$ cat src/rtl/swc_pkg.sv
package swc_pkg;
  localparam int BEATS  = 4;
  localparam int SLOT_W = $clog2(BEATS);

  typedef enum logic [1:0] {
    ST_IDLE = 2'd0,
    ST_PRE  = 2'd1,
    ST_DATA = 2'd2,
    ST_POST = 2'd3
  } cap_state_t;

  typedef struct packed {
    logic pre;
    logic post;
    logic win;
    logic strb;
  } cap_err_t;
endpackage

$ cat src/rtl/swc_cmd_queue.sv
module swc_cmd_queue #(
  parameter int W     = 8,
  parameter int DEPTH = 4
) (
  input  logic         clk,
  input  logic         rst,
  input  logic         push,
  input  logic [W-1:0] din,
  input  logic         pop,
  output logic [W-1:0] dout,
  output logic         valid,
  output logic         full
);
  localparam int AW = (DEPTH > 1) ? $clog2(DEPTH) : 1;
  localparam logic [AW-1:0] LAST = AW'(DEPTH - 1);
  localparam logic [AW:0]   FULL_CNT = (AW + 1)'(DEPTH);

  logic [W-1:0]  mem [DEPTH];
  logic [AW-1:0] wp_q, rp_q;
  logic [AW:0]   cnt_q;
  logic          do_push, do_pop;

  assign valid   = (cnt_q != '0);
  assign full    = (cnt_q == FULL_CNT);
  assign do_push = push && !full;
  assign do_pop  = pop && valid;
  assign dout    = mem[rp_q];

  always_ff @(posedge clk) begin
    if (do_push) mem[wp_q] <= din;
  end

  always_ff @(posedge clk) begin
    if (rst) begin
      wp_q  <= '0;
      rp_q  <= '0;
      cnt_q <= '0;
    end else begin
      if (do_push) wp_q <= (wp_q == LAST) ? '0 : wp_q + 1'b1;
      if (do_pop)  rp_q <= (rp_q == LAST) ? '0 : rp_q + 1'b1;
      case ({do_push, do_pop})
        2'b10:   cnt_q <= cnt_q + 1'b1;
        2'b01:   cnt_q <= cnt_q - 1'b1;
        default: cnt_q <= cnt_q;
      endcase
    end
  end
endmodule

$ cat src/rtl/swc_strobe_sampler.sv
module swc_strobe_sampler (
  input  logic clk,
  input  logic rst,
  input  logic strobe_in,
  output logic level,
  output logic rise,
  output logic fall,
  output logic toggle
);
  logic prev_q;

  always_ff @(posedge clk) begin
    if (rst) prev_q <= 1'b1;
    else     prev_q <= strobe_in;
  end

  assign level  = strobe_in;
  assign rise   = strobe_in & ~prev_q;
  assign fall   = ~strobe_in & prev_q;
  assign toggle = strobe_in ^ prev_q;
endmodule

$ cat src/rtl/swc_capture_fsm.sv
module swc_capture_fsm
  import swc_pkg::*;
#(
  parameter int WL       = 3,
  parameter int PRE_HC   = 2,
  parameter int POST_HC  = 1,
  parameter int EARLY_HC = -1,
  parameter int LATE_HC  = 1,
  parameter int TS_W     = 8
) (
  input  logic              clk,
  input  logic              rst,
  input  logic              strb,
  input  logic              rise,
  input  logic              fall,
  input  logic              tog,
  input  logic              q_valid,
  input  logic [TS_W-1:0]   head_ts,
  input  logic [TS_W-1:0]   now,
  output logic              pop,
  output logic              cap_en,
  output logic [SLOT_W-1:0] cap_slot,
  output logic              done,
  output cap_err_t          err
);
  localparam int NOM    = 2 * WL;
  localparam int LO     = NOM + EARLY_HC;
  localparam int HI     = NOM + LATE_HC;
  localparam int ARM_M1 = LO - PRE_HC - 1;
  localparam int CW     = $clog2(PRE_HC + POST_HC + 2) + 1;

  localparam logic [TS_W-1:0]   LO_T    = TS_W'(LO);
  localparam logic [TS_W-1:0]   HI_T    = TS_W'(HI);
  localparam logic [TS_W-1:0]   ARM_T   = TS_W'(ARM_M1);
  localparam logic [CW-1:0]     PRE_C   = CW'(PRE_HC);
  localparam logic [CW-1:0]     POST_M1 = CW'(POST_HC - 1);
  localparam logic [SLOT_W-1:0] LAST_SL = SLOT_W'(BEATS - 1);

  cap_state_t        st_q, st_n;
  logic [SLOT_W-1:0] idx_q, idx_n;
  logic              fell_q, fell_n;
  logic [CW-1:0]     low_q, low_n;
  logic [CW-1:0]     post_q, post_n;
  logic              settle_q, settle_n;
  logic [TS_W-1:0]   cur_q, cur_n;
  cap_err_t          err_n, err_q;
  logic [TS_W-1:0]   el_head, el_cur;

  assign el_head  = now - head_ts;
  assign el_cur   = now - cur_q;
  assign cap_slot = (st_q == ST_PRE) ? '0 : idx_q;

  always_comb begin
    st_n     = st_q;
    idx_n    = idx_q;
    fell_n   = fell_q;
    low_n    = low_q;
    post_n   = post_q;
    settle_n = settle_q;
    cur_n    = cur_q;
    err_n    = '0;
    pop      = 1'b0;
    cap_en   = 1'b0;
    done     = 1'b0;
    unique case (st_q)
      ST_IDLE: begin
        if (settle_q) begin
          if (strb) settle_n = 1'b0;
        end else if (tog) begin
          err_n.strb = 1'b1;
        end
        if (q_valid && (el_head >= ARM_T)) begin
          st_n     = ST_PRE;
          pop      = 1'b1;
          cur_n    = head_ts;
          fell_n   = 1'b0;
          low_n    = '0;
          settle_n = 1'b0;
        end
      end
      ST_PRE: begin
        if (rise) begin
          if ((el_cur < LO_T) || (el_cur > HI_T)) begin
            err_n.win = 1'b1;
            st_n      = ST_IDLE;
            settle_n  = 1'b1;
          end else if (!fell_q || (low_q < PRE_C)) begin
            err_n.pre = 1'b1;
            st_n      = ST_IDLE;
            settle_n  = 1'b1;
          end else begin
            cap_en = 1'b1;
            idx_n  = SLOT_W'(1);
            st_n   = ST_DATA;
          end
        end else if (el_cur >= HI_T) begin
          if (fell_q) err_n.win = 1'b1;
          else        err_n.pre = 1'b1;
          st_n     = ST_IDLE;
          settle_n = 1'b1;
        end else if (fall) begin
          fell_n = 1'b1;
          low_n  = CW'(1);
        end else if (!strb && fell_q && (low_q != '1)) begin
          low_n = low_q + 1'b1;
        end
      end
      ST_DATA: begin
        if (!tog) begin
          err_n.strb = 1'b1;
          st_n       = ST_IDLE;
          settle_n   = 1'b1;
        end else begin
          cap_en = 1'b1;
          if (idx_q == LAST_SL) begin
            done   = 1'b1;
            st_n   = ST_POST;
            post_n = '0;
          end else begin
            idx_n = idx_q + 1'b1;
          end
        end
      end
      ST_POST: begin
        if (strb) begin
          err_n.post = 1'b1;
          st_n       = ST_IDLE;
          settle_n   = 1'b1;
        end else if (post_q == POST_M1) begin
          st_n     = ST_IDLE;
          settle_n = 1'b1;
        end else begin
          post_n = post_q + 1'b1;
        end
      end
      default: st_n = ST_IDLE;
    endcase
  end

  always_ff @(posedge clk) begin
    if (rst) begin
      st_q     <= ST_IDLE;
      idx_q    <= '0;
      fell_q   <= 1'b0;
      low_q    <= '0;
      post_q   <= '0;
      settle_q <= 1'b1;
      cur_q    <= '0;
      err_q    <= '0;
    end else begin
      st_q     <= st_n;
      idx_q    <= idx_n;
      fell_q   <= fell_n;
      low_q    <= low_n;
      post_q   <= post_n;
      settle_q <= settle_n;
      cur_q    <= cur_n;
      err_q    <= err_n;
    end
  end

  assign err = err_q;
endmodule

$ cat src/rtl/swc_burst_assembler.sv
module swc_burst_assembler
  import swc_pkg::*;
#(
  parameter int DW = 16
) (
  input  logic                clk,
  input  logic                rst,
  input  logic                cap_en,
  input  logic [SLOT_W-1:0]   cap_slot,
  input  logic                done,
  input  logic [DW-1:0]       din,
  output logic                out_valid,
  output logic [BEATS*DW-1:0] out_data
);
  logic [(BEATS-1)*DW-1:0] lower;

  for (genvar k = 0; k < BEATS - 1; k++) begin : g_slot
    logic [DW-1:0] word_q;
    always_ff @(posedge clk) begin
      if (cap_en && (cap_slot == SLOT_W'(k))) word_q <= din;
    end
    assign lower[k*DW +: DW] = word_q;
  end

  always_ff @(posedge clk) begin
    if (rst) begin
      out_valid <= 1'b0;
      out_data  <= '0;
    end else begin
      out_valid <= done;
      if (done) out_data <= {din, lower};
    end
  end
endmodule

$ cat src/rtl/strobe_wr_capture.sv
module strobe_wr_capture
  import swc_pkg::*;
#(
  parameter int DW       = 16,
  parameter int WL       = 3,
  parameter int PRE_HC   = 2,
  parameter int POST_HC  = 1,
  parameter int EARLY_HC = -1,
  parameter int LATE_HC  = 1,
  parameter int QDEPTH   = 4,
  parameter int TS_W     = 8
) (
  input  logic                clk,
  input  logic                rst,
  input  logic                wr_cmd,
  input  logic                wstrobe,
  input  logic [DW-1:0]       wdata,
  output logic                burst_valid,
  output logic [BEATS*DW-1:0] burst_data,
  output logic                err_preamble,
  output logic                err_postamble,
  output logic                err_window,
  output logic                err_strobe
);
  logic [TS_W-1:0]   now_q;
  logic [TS_W-1:0]   head_ts;
  logic              q_valid, q_full, q_pop;
  logic              s_lvl, s_rise, s_fall, s_tog;
  logic              cap_en, done;
  logic [SLOT_W-1:0] cap_slot;
  cap_err_t          err;

  always_ff @(posedge clk) begin
    if (rst) now_q <= '0;
    else     now_q <= now_q + 1'b1;
  end

  swc_cmd_queue #(.W(TS_W), .DEPTH(QDEPTH)) u_queue (
    .clk(clk), .rst(rst), .push(wr_cmd), .din(now_q), .pop(q_pop),
    .dout(head_ts), .valid(q_valid), .full(q_full)
  );

  swc_strobe_sampler u_samp (
    .clk(clk), .rst(rst), .strobe_in(wstrobe),
    .level(s_lvl), .rise(s_rise), .fall(s_fall), .toggle(s_tog)
  );

  swc_capture_fsm #(
    .WL(WL), .PRE_HC(PRE_HC), .POST_HC(POST_HC),
    .EARLY_HC(EARLY_HC), .LATE_HC(LATE_HC), .TS_W(TS_W)
  ) u_fsm (
    .clk(clk), .rst(rst), .strb(s_lvl), .rise(s_rise), .fall(s_fall), .tog(s_tog),
    .q_valid(q_valid), .head_ts(head_ts), .now(now_q), .pop(q_pop),
    .cap_en(cap_en), .cap_slot(cap_slot), .done(done), .err(err)
  );

  swc_burst_assembler #(.DW(DW)) u_asm (
    .clk(clk), .rst(rst), .cap_en(cap_en), .cap_slot(cap_slot), .done(done),
    .din(wdata), .out_valid(burst_valid), .out_data(burst_data)
  );

  assign err_preamble  = err.pre;
  assign err_postamble = err.post;
  assign err_window    = err.win;
  assign err_strobe    = err.strb;
endmodule

$ cat config.mk
export PLATFORM = sky130hd
export DESIGN_NAME = strobe_wr_capture
export DESIGN_NICKNAME = d
export VERILOG_FILES = /design/src/rtl/swc_pkg.sv /design/src/rtl/swc_cmd_queue.sv /design/src/rtl/swc_strobe_sampler.sv /design/src/rtl/swc_capture_fsm.sv /design/src/rtl/swc_burst_assembler.sv /design/src/rtl/strobe_wr_capture.sv
export SDC_FILE = /design/constraint.sdc
export NUM_CORES = 1
export LEC_CHECK = 0
export ABC_AREA = 1
export BUFFER_PORTS_ARGS = -buffer_cell sky130_fd_sc_hd__buf_2
export CORE_MARGIN = 2
export CORE_UTILIZATION = 45
export DETAILED_ROUTE_END_ITERATION = 6
export PLACE_DENSITY = 0.66
export SLEW_MARGIN = 0
export SYNTH_ARGS = -nofsm -noshare
export SYNTH_HDL_FRONTEND = slang
export SYNTH_SLANG_ARGS = --single-unit
$ cat constraint.sdc
create_clock -name clk -period 3.78 [get_ports clk]
set_input_delay 0.378 -clock clk [delete_from_list [all_inputs] [get_ports clk]]
set_output_delay 0.378 -clock clk [all_outputs]
set_load 0.01 [all_outputs]
==> out/metrics.csv, run 1 <==
metric,value,unit
status,completed,
# Post-CTS Setup Buffers,0,
PwrDens,650,nW/um^2
CP Max Fanout,16,
FF/Latch Area,4590,um^2
switching share of power,35.0,%
drt pass-1 iters,5,
Worst-Margin Slew,0.833,ns
Ys Warns,0,
Rel. slew slack,44.4,%
Post-Synth Simple-Gate Area,20.4,%
# setup viols final,0,
largest net degree at the start of global routing,72,
Logic pwr share,31.2,%
period utilization,90.1,%
post-synth top area cell,edfxtp_1,
Peak Freq,293,MHz
ranking of synthesized cells by area,"edfxtp_1, dfxtp_1, nor2_1",
HPWL Detailed,11.9,mm
worst hold path type,input pin to register,
area grow syn2layout,15.3,%
maxcap violations,0,
row count,48,
Die Y,137,um
Inst Count DP,1160,
H-tree levels,4,
worst skew pair latency,0.43,ns
vias,5980,
Worst Path Arrival,3.72,ns
layout cells sized above 1,17.8,%
Internal,3.90,mW
average wire per standard cell,14.9,um
DRC viols,0,
Post-synth top flop,dfxtp_1,
PnR worst setup slack,0.373,ns
complex-gate fraction of the synthesized area,10.2,%
Initial Util,46.2,%
die area,18900,um^2
number of global-route vias before repair,5603,
Placeable Area,17400,um^2
CTS tree,done,
Period minus WS final,3.41,ns
critical path required time,4.09,ns
Fin. Hold Viols,0,
Post-Synthesis Cells,870,
Seq cells post-synth,189,
Port Buffers,88,
CTS Buffer Depth,2,
"Seq/Total Area, Yosys",57.2,%
VDD IR-drop max,0.377,mV
"Cell Count, Final, Fillers Out",1193,
antenna violations before repair,0,
clock skew,0.0126,ns
RSZ-0062 raised after global routing,no,
Antenna diodes,0,
Sequential Power Share,40.1,%
Tot Pwr,6.01,mW
post-synthesis mux area share,0,%
Hold Worst Slack,0.184,ns
dpl cell area,8650,um^2
clock share of power,28.7,%
clock sinks,189,
largest family of logic cells by synthesized area,simple AND/OR/NAND/NOR gates,
post-synth top area share,30.0,%
net switching power,2.10,mW
Worst Setup End Kind,register,
first-pass GRT wire length,28.5,mm
"commonest non-fill, non-tap cell in the layout",nor2_1,
GRT overflow,0,
Setup WS pre-CTS,0.202,ns
"Clk pin slew, worst setup/hold paths",0.07,ns
most frequent cells in the layout,"nor2_1, nand2_1, dfxtp_1",
number of flops mapped to enable cells by yosys,80,
CTS root buffer,clkbuf_16,
Final Max Slew Viols,0,
Startpoint Class,register,
Final GP Congestion,0.867,
Worst Setup Path Type,register to register,
adder-cell share of the synthesized area,5.74,%
Post-Route WL,17.8,mm
design area,9240,um^2
synthesized area per cell,9.21,um^2
Synthesized Nets,925,
Multi-input gate area,2960,um^2
nets,1010,
GRT Overall Usage,19.7,%
Die Wd,137,um
Num CTS Buffers,17,
I/O pins,89,
"Core Util, Final",53.2,%
ANT nets after route,0,
LEAKAGE,4.12,nW
Synth Area in XOR/XNOR,0.437,%
FILL cells,1558,
Post-Syn Area,8020,um^2
"FFs w/ async S/R, synth",0,%
unique cell type count in the Yosys netlist,44,
vias per cell,5.01,
Detailed Route Iter0 Violations,462,
setup tns final,0,ns
## synth_stat cells (9+ instances only)
cell / n
dfxtp_1: 109
nand2_2: 9
inv_1: 79
edfxtp_1: 80
nand3_2: 9
nand3_1: 23
nand2_1: 118
a21oi_1: 44
o21ai_1: 11
clkbuf_1: 25
nor2_1: 183
ha_1: 32
o21ai_0: 78
nand4_1: 12
## sequential cells by signal, indices dropped and copies added (netlist names), 4 cells and up, named ones only
| register | flops |
|---|---|
| now_q | 8 |
| u_asm.g_slot.word_q | 48 |
| u_asm.out_data | 64 |
| u_fsm.cur_q | 8 |
| u_fsm.err | 4 |
| u_fsm.low_q | 4 |
| u_fsm.post_q | 4 |
| u_queue.mem | 32 |
## worst max-delay path, stage by stage, from the launching register on
cell and delay (ns):
dfxtp_2 0.37, inv_4 0.15, o21ai_0 0.10, o22ai_1 0.21
ha_1 0.19, inv_1 0.05, fa_1 0.42, nand3_1 0.11
nand2_1 0.06, nand2_1 0.05, nand2_1 0.05, nand3_1 0.07
nor2_1 0.05, nand3_2 0.07, nand2_4 0.07, nor2_4 0.09
ha_1 0.15, inv_1 0.07, fa_1 0.43, a21oi_1 0.16
o21ai_0 0.13, o21ai_0 0.18, a21oi_1 0.06
## layout make-up
cell class	instances	share of cell area (%)
Clock buffer	21	5.33
Clock inverter	11	0.867
Inverter	88	3.64
Multi-Input combinational cell	562	32.0
Sequential cell	189	49.6
Tap cell	225	3.05
Timing Repair Buffer	96	5.42
Timing Repair inverter	1	0.0812
## worst paths after layout
check	endpoint	start	cells past startpoint	slack, ns
worst max-delay path	u_queue.cnt_q[2]	register	22	0.37
worst min-delay path	u_asm.g_slot[0].word_q[11]	wdata[11]	1	0.18
worst max register to register	u_queue.cnt_q[2]	register	22	0.37
worst min register to register	u_asm.out_data[38]	u_asm.g_slot[2].word_q[6]	2	0.47
## power by group through the flow
stage / clock network [mW] / registers [mW] / logic [mW]
5_1_grt: 1.82 / 2.43 / 2.15
4_1_cts: 1.74 / 2.40 / 1.87
2_1_floorplan: 0 / 2.41 / 1.53
3_3_place_gp: 0 / 2.44 / 1.82
6_report: 1.72 / 2.41 / 1.87
3_5_place_dp: 0 / 2.44 / 1.86
## per-layer routing
metal	vias up	share of wire (%)	global-route usage (%)	wire length, um
li1	3039	-	-	-
met1	2781	47	25.9	8320
met2	143	46	32.2	8270
met3	17	5.8	5.52	1040
met4	0	1.1	4.70	205
met5	-	0	0	0
## logic make-up after synthesis
family,Yosys count
compound gates,150
xor+xnor,4
fa+ha+maj,35
buf+inv,119
flops,189
simple gates,373
## what timing repair did
item / in CTS / in global routing
hold buffers: 0 / 0
endpoints found under the setup margin: 0 / 1
gates resized for setup: 0 / 4
Power figures use the tool's default switching activity.
==> inputs of run 2 (changes only) <==
--- a/config.mk
+++ b/config.mk
@@ -10,7 +10,7 @@
 export CORE_MARGIN = 2
 export CORE_UTILIZATION = 45
 export DETAILED_ROUTE_END_ITERATION = 6
-export PLACE_DENSITY = 0.66
+export PLACE_DENSITY_LB_ADDON = 0.2
 export SLEW_MARGIN = 0
 export SYNTH_ARGS = -nofsm -noshare
 export SYNTH_HDL_FRONTEND = slang
==> out/metrics.csv, run 2 (synthesis results as in run 1) <==
metric,value,unit,change
status,completed,,unchanged
hold path startpoint,wdata[10],,was wdata[11]
Rel. slew slack,37.3,%,was 44.4%
layout cells sized above 1,18.0,%,was 17.8%
Die Wd,137,um,unchanged
Worst Setup Path Type,register to register,,unchanged
clock sinks,189,,unchanged
design area,9320,um^2,was 9240 um^2
row count,48,,unchanged
# setup viols final,0,,unchanged
die area,18900,um^2,unchanged
Inst Count DP,1164,,was 1160
"commonest non-fill, non-tap cell in the layout",nor2_1,,unchanged
worst skew pair latency,0.44,ns,was 0.43 ns
RSZ-0062 raised after global routing,no,,unchanged
critical path required time,4.10,ns,was 4.09 ns
Final GP Congestion,0.820,,was 0.867
Num CTS Buffers,17,,unchanged
FF/Latch Area,4590,um^2,about the same
GRT overflow,0,,unchanged
Antenna diodes,0,,unchanged
GRT Overall Usage,20.2,%,was 19.7%
"Cell Count, Final, Fillers Out",1196,,was 1193
Initial Util,46.2,%,unchanged
drt pass-1 iters,4,,was 5
Setup WS pre-CTS,0.272,ns,was 0.202 ns
FILL cells,1603,,was 1558
H-tree levels,4,,unchanged
Startpoint Class,register,,unchanged
# Post-CTS Setup Buffers,0,,unchanged
number of global-route vias before repair,5623,,was 5603
CTS root buffer,clkbuf_16,,unchanged
FF-to-FF path depth,24,,was 22
VDD IR-drop max,0.394,mV,was 0.377 mV
R2R Path End,u_queue.cnt_q[2],,unchanged
area grow syn2layout,16.3,%,was 15.3%
vias per cell,4.97,,was 5.01
Fin. Hold Viols,0,,unchanged
Period minus WS final,3.39,ns,was 3.41 ns
vias,5950,,was 5980
M3 GR Usage,5.52,%,unchanged
Final Max Slew Viols,0,,unchanged
max reg flops,64,,unchanged
Placeable Area,17400,um^2,unchanged
Hold Crit Endpoint,u_asm.g_slot[2].word_q[10],,was u_asm.g_slot[0].word_q[11]
I/O pins,89,,unchanged
antenna violations before repair,0,,unchanged
Reg2Reg Setup Slack,0.39,ns,was 0.37 ns
clock skew,0.0141,ns,was 0.0126 ns
Worst Setup End Kind,register,,unchanged
HPWL Detailed,12.1,mm,was 11.9 mm
Worst Path Arrival,3.71,ns,was 3.72 ns
CP Max Fanout,8,,was 16
CTS tree,done,,unchanged
CTS Buffer Depth,2,,unchanged
Peak Freq,295,MHz,was 293 MHz
met2 GRT Util,32.1,%,was 32.2%
Hold Path Depth,1,,unchanged
Post-Route WL,17.8,mm,about the same
period utilization,89.7,%,was 90.1%
"Clk pin slew, worst setup/hold paths",0.08,ns,was 0.07 ns
Port Buffers,88,,unchanged
average wire per standard cell,14.9,um,about the same
worst hold path type,input pin to register,,unchanged
maxcap violations,0,,unchanged
GR Util met1,26.3,%,was 25.9%
setup tns final,0,ns,unchanged
Die Y,137,um,unchanged
first-pass GRT wire length,29.0,mm,was 28.5 mm
dpl cell area,8680,um^2,was 8650 um^2
LEAKAGE,4.17,nW,was 4.12 nW
PnR worst setup slack,0.391,ns,was 0.373 ns
nets,1013,,was 1010
DRC viols,0,,unchanged
Worst-Margin Slew,0.939,ns,was 0.833 ns
largest net degree at the start of global routing,65,,was 72
Multi-input gate area,2960,um^2,about the same
PwrDens,659,nW/um^2,was 650 nW/um^2
Detailed Route Iter0 Violations,269,,was 462
ANT nets after route,0,,unchanged
Largest regs,"u_asm.out_data (64), u_asm.g_slot.word_q (48), u_queue.mem (32)",,unchanged
layer with the highest usage,met2,,unchanged
most flop-heavy register,u_asm.out_data,,unchanged
most frequent cells in the layout,"nor2_1, nand2_1, dfxtp_1",,unchanged
## run 2: worst max path at each step
stage	startpoint	endpoint	slack [ns]	depth (start not counted)
after floorplan	register	u_queue.cnt_q[2]	0.27	24
after global placement	register	u_queue.cnt_q[2]	0.38	21
after detailed placement	register	u_queue.cnt_q[2]	0.27	21
after CTS	register	u_queue.cnt_q[2]	0.26	21
after global routing	register	u_queue.cnt_q[2]	0.04	24
final	register	u_queue.cnt_q[2]	0.39	24
## run 2: timing repair
item / CTS / global route
hold buffers: 0 / 0
gates resized for setup: 0 / 2
endpoints found under the setup margin: 0 / 1
## run 2: critical path: stages (launching register included)
cell     delay [ns]
dfxtp_1        0.34
inv_1          0.19
buf_4          0.20
a21oi_1        0.05
a32o_1         0.22
ha_1           0.38
nand2_1        0.10
nand2_2        0.08
inv_2          0.04
nand2_2        0.06
nand2_1        0.06
nand2_2        0.07
inv_2          0.03
nand2_1        0.04
nand2_1        0.06
nand3_2        0.09
nand2_4        0.07
nor2_4         0.09
ha_1           0.14
inv_1          0.07
fa_1           0.44
a21oi_1        0.14
o21ai_0        0.12
o21ai_0        0.17
a21oi_1        0.05
## run 2: cell type report
cell class	instances	area share (%)
repair buffers	100	5.69
flip-flops and latches	189	49.2
clock buffers	17	4.56
well taps	225	3.02
inverters	88	3.57
multi-input cells	562	31.8
clock inverters	15	2.19
## run 2: stage by stage
step | power, mW | hold slack (ns) | util [%]
2_1_floorplan | 3.94 | 0.447 | -
3_3_place_gp | 4.29 | 0.454 | 50.0
3_5_place_dp | 4.31 | 0.457 | 50.0
4_1_cts | 6.19 | 0.154 | 53.7
5_1_grt | 6.58 | 0.160 | 53.7
6_report | 6.14 | 0.174 | 53.7
## run 2: report_power, final
part           switching [mW]  total (mW)  internal, mW
Clock                   0.893        1.87         0.972
Sequential              0.109        2.40          2.29
Combinational            1.21        1.87         0.666
Total                    2.21        6.14          3.93
## run 2: metal layers
layer,part of all wire (%),vias to the layer above
li1,-,3056
met1,47,2754
met2,46,115
met3,5.2,25
met4,2.5,0
met5,0,-
==> inputs of run 3 (changes only) <==
--- a/config.mk
+++ b/config.mk
@@ -8,8 +8,9 @@
 export ABC_AREA = 1
 export BUFFER_PORTS_ARGS = -buffer_cell sky130_fd_sc_hd__buf_2
 export CORE_MARGIN = 2
-export CORE_UTILIZATION = 45
+export CORE_UTILIZATION = 53
 export DETAILED_ROUTE_END_ITERATION = 6
+export MAX_ROUTING_LAYER = met4
 export PLACE_DENSITY_LB_ADDON = 0.2
 export SLEW_MARGIN = 0
 export SYNTH_ARGS = -nofsm -noshare
==> out/metrics.csv, run 3 (synthesis results as in run 1) <==
metric,value,unit,change
status,completed,,unchanged
Peak Freq,300,MHz,was 295 MHz
worst hold path type,input pin to register,,unchanged
Period minus WS final,3.33,ns,was 3.39 ns
vias,6008,,was 5950
max reg flops,64,,unchanged
Die Y,127,um,was 137 um
GRT overflow,0,,unchanged
setup tns final,0,ns,unchanged
area grow syn2layout,14.8,%,was 16.3%
Num CTS Buffers,17,,unchanged
Final Max Slew Viols,0,,unchanged
"Max stage delay cell, worst path",fa_1,,unchanged
antenna violations before repair,0,,unchanged
Initial Util,54.7,%,was 46.2%
most frequent cell on the critical path,nand2_1,,unchanged
Die Wd,127,um,was 137 um
layout cells sized above 1,17.6,%,was 18.0%
PnR worst setup slack,0.449,ns,was 0.391 ns
drt pass-1 iters,5,,was 4
RSZ-0062 raised after global routing,no,,unchanged
I/O pins,89,,unchanged
Worst Path Arrival,3.65,ns,was 3.71 ns
DRC viols,0,,unchanged
H-tree levels,4,,unchanged
CTS Buffer Depth,2,,unchanged
VDD IR-drop max,0.414,mV,was 0.394 mV
Port Buffers,88,,unchanged
row count,44,,was 48
Worst Setup End Kind,register,,unchanged
"Clk pin slew, worst setup/hold paths",0.07,ns,was 0.08 ns
ANT nets after route,0,,unchanged
Detailed Route Iter0 Violations,431,,was 269
CTS tree,done,,unchanged
"Cell Count, Final, Fillers Out",1153,,was 1196
GRT Overall Usage,23.1,%,was 20.2%
critical path required time,4.09,ns,was 4.10 ns
largest net degree at the start of global routing,65,,unchanged
worst skew pair latency,0.44,ns,about the same
clock skew,0.0113,ns,was 0.0141 ns
number of global-route vias before repair,5515,,was 5623
most flop-heavy register,u_asm.out_data,,unchanged
PwrDens,651,nW/um^2,was 659 nW/um^2
hold path startpoint,wdata[9],,was wdata[10]
Post-Route WL,17.5,mm,was 17.8 mm
Placeable Area,14600,um^2,was 17400 um^2
Fin. Hold Viols,0,,unchanged
Final GP Congestion,0.851,,was 0.820
average wire per standard cell,15.2,um,was 14.9 um
HPWL Detailed,11.7,mm,was 12.1 mm
clock sinks,189,,unchanged
Largest regs,"u_asm.out_data (64), u_asm.g_slot.word_q (48), u_queue.mem (32)",,unchanged
first-pass GRT wire length,28.2,mm,was 29.0 mm
die area,16100,um^2,was 18900 um^2
Inst Count DP,1121,,was 1164
Worst Setup Path Type,register to register,,unchanged
CTS root buffer,clkbuf_16,,unchanged
Worst-Margin Slew,0.829,ns,was 0.939 ns
CP Max Fanout,16,,was 8
maxcap violations,0,,unchanged
Startpoint Class,register,,unchanged
max incr delay on CP,0.43,ns,was 0.44 ns
Setup WS pre-CTS,0.304,ns,was 0.272 ns
Antenna diodes,0,,unchanged
most frequent cells in the layout,"nor2_1, nand2_1, dfxtp_1",,unchanged
Rel. slew slack,44.6,%,was 37.3%
"commonest non-fill, non-tap cell in the layout",nor2_1,,unchanged
vias per cell,5.21,,was 4.97
"Cell Chain, Critical Path","inv_4, nor2_1, o22ai_2, ha_1, inv_1, fa_1, nand3_1, nand2_1, nand2_1, nand2_1, nand3_1, nor2_1, nand3_2, nand2_4, nor2_4, ha_1, inv_1, fa_1, a21oi_1, o21ai_0, o21ai_0, a21oi_1",,"was inv_1, buf_4, a21oi_1, a32o_1, ha_1, nand2_1, nand2_2, inv_2, nand2_2, nand2_1, nand2_2, inv_2, nand2_1, nand2_1, nand3_2, nand2_4, nor2_4, ha_1, inv_1, fa_1, a21oi_1, o21ai_0, o21ai_0, a21oi_1"
# setup viols final,0,,unchanged
nets,1011,,was 1013
LEAKAGE,4.13,nW,was 4.17 nW
period utilization,88.1,%,was 89.7%
[run 3: worst paths after layout]
| check | cells past startpoint | slack, ns | end |
|---|---|---|---|
| max | 22 | 0.45 | u_queue.cnt_q[2] |
| max reg2reg | 22 | 0.45 | u_queue.cnt_q[2] |
| min reg2reg | 2 | 0.47 | u_asm.out_data[33] |
| min | 1 | 0.19 | u_asm.g_slot[1].word_q[9] |
[run 3: layout make-up]
type	count	area, um^2
timing repair buffer	98	528
tap	184	230
multi-input combinational	562	2960
fill	1264	5450
clock inverter	14	130
inverter	88	333
sequential	189	4590
clock buffer	18	429
[run 3: worst max-delay path: cells and delay by family, from the launching register on]
kind | cells | cell delay, ns
AO/OA/AOI/OAI | 5 | 0.70
adder cells (fa/ha/maj) | 4 | 1.16
buffers and inverters | 3 | 0.28
flip-flops | 1 | 0.39
AND/OR/NAND/NOR | 10 | 0.70
[run 3: repair_timing]
| action | 4_1_cts | 5_1_grt |
|---|---|---|
| hold buffers | 0 | 0 |
| hold endpoints to repair | 0 | 0 |
| endpoints found under the setup margin | 0 | 1 |
| setup buffers | 0 | 0 |
| resized for setup | 0 | 2 |
[run 3: through the flow]
stage                     instance area [um^2]  hold slack [ns]  util, %  total power, mW
final                                     9200            0.189     62.8             5.99
after floorplan                           8020            0.447        -             3.94
after global placement                    8630            0.453     58.9             4.27
after global routing                      9200            0.179     62.8             6.38
after detailed placement                  8630            0.460     58.9             4.31
after CTS                                 9190            0.178     62.8             6.00
[run 3: per-layer routing]
| layer | GRT usage (%) | vias up | share of wire [%] |
|---|---|---|---|
| met1 | 30.7 | 2783 | 46 |
| met2 | 36.0 | 155 | 47 |
| met5 | - | - | 0 |
| li1 | - | 3051 | - |
| met3 | 5.65 | 19 | 5.5 |
| met4 | 6.27 | 0 | 1.5 |
[run 3: power breakdown]
group	switching (mW)	internal, mW
Sequential	0.112	2.30
Clock	0.821	0.868
Combinational	1.22	0.668
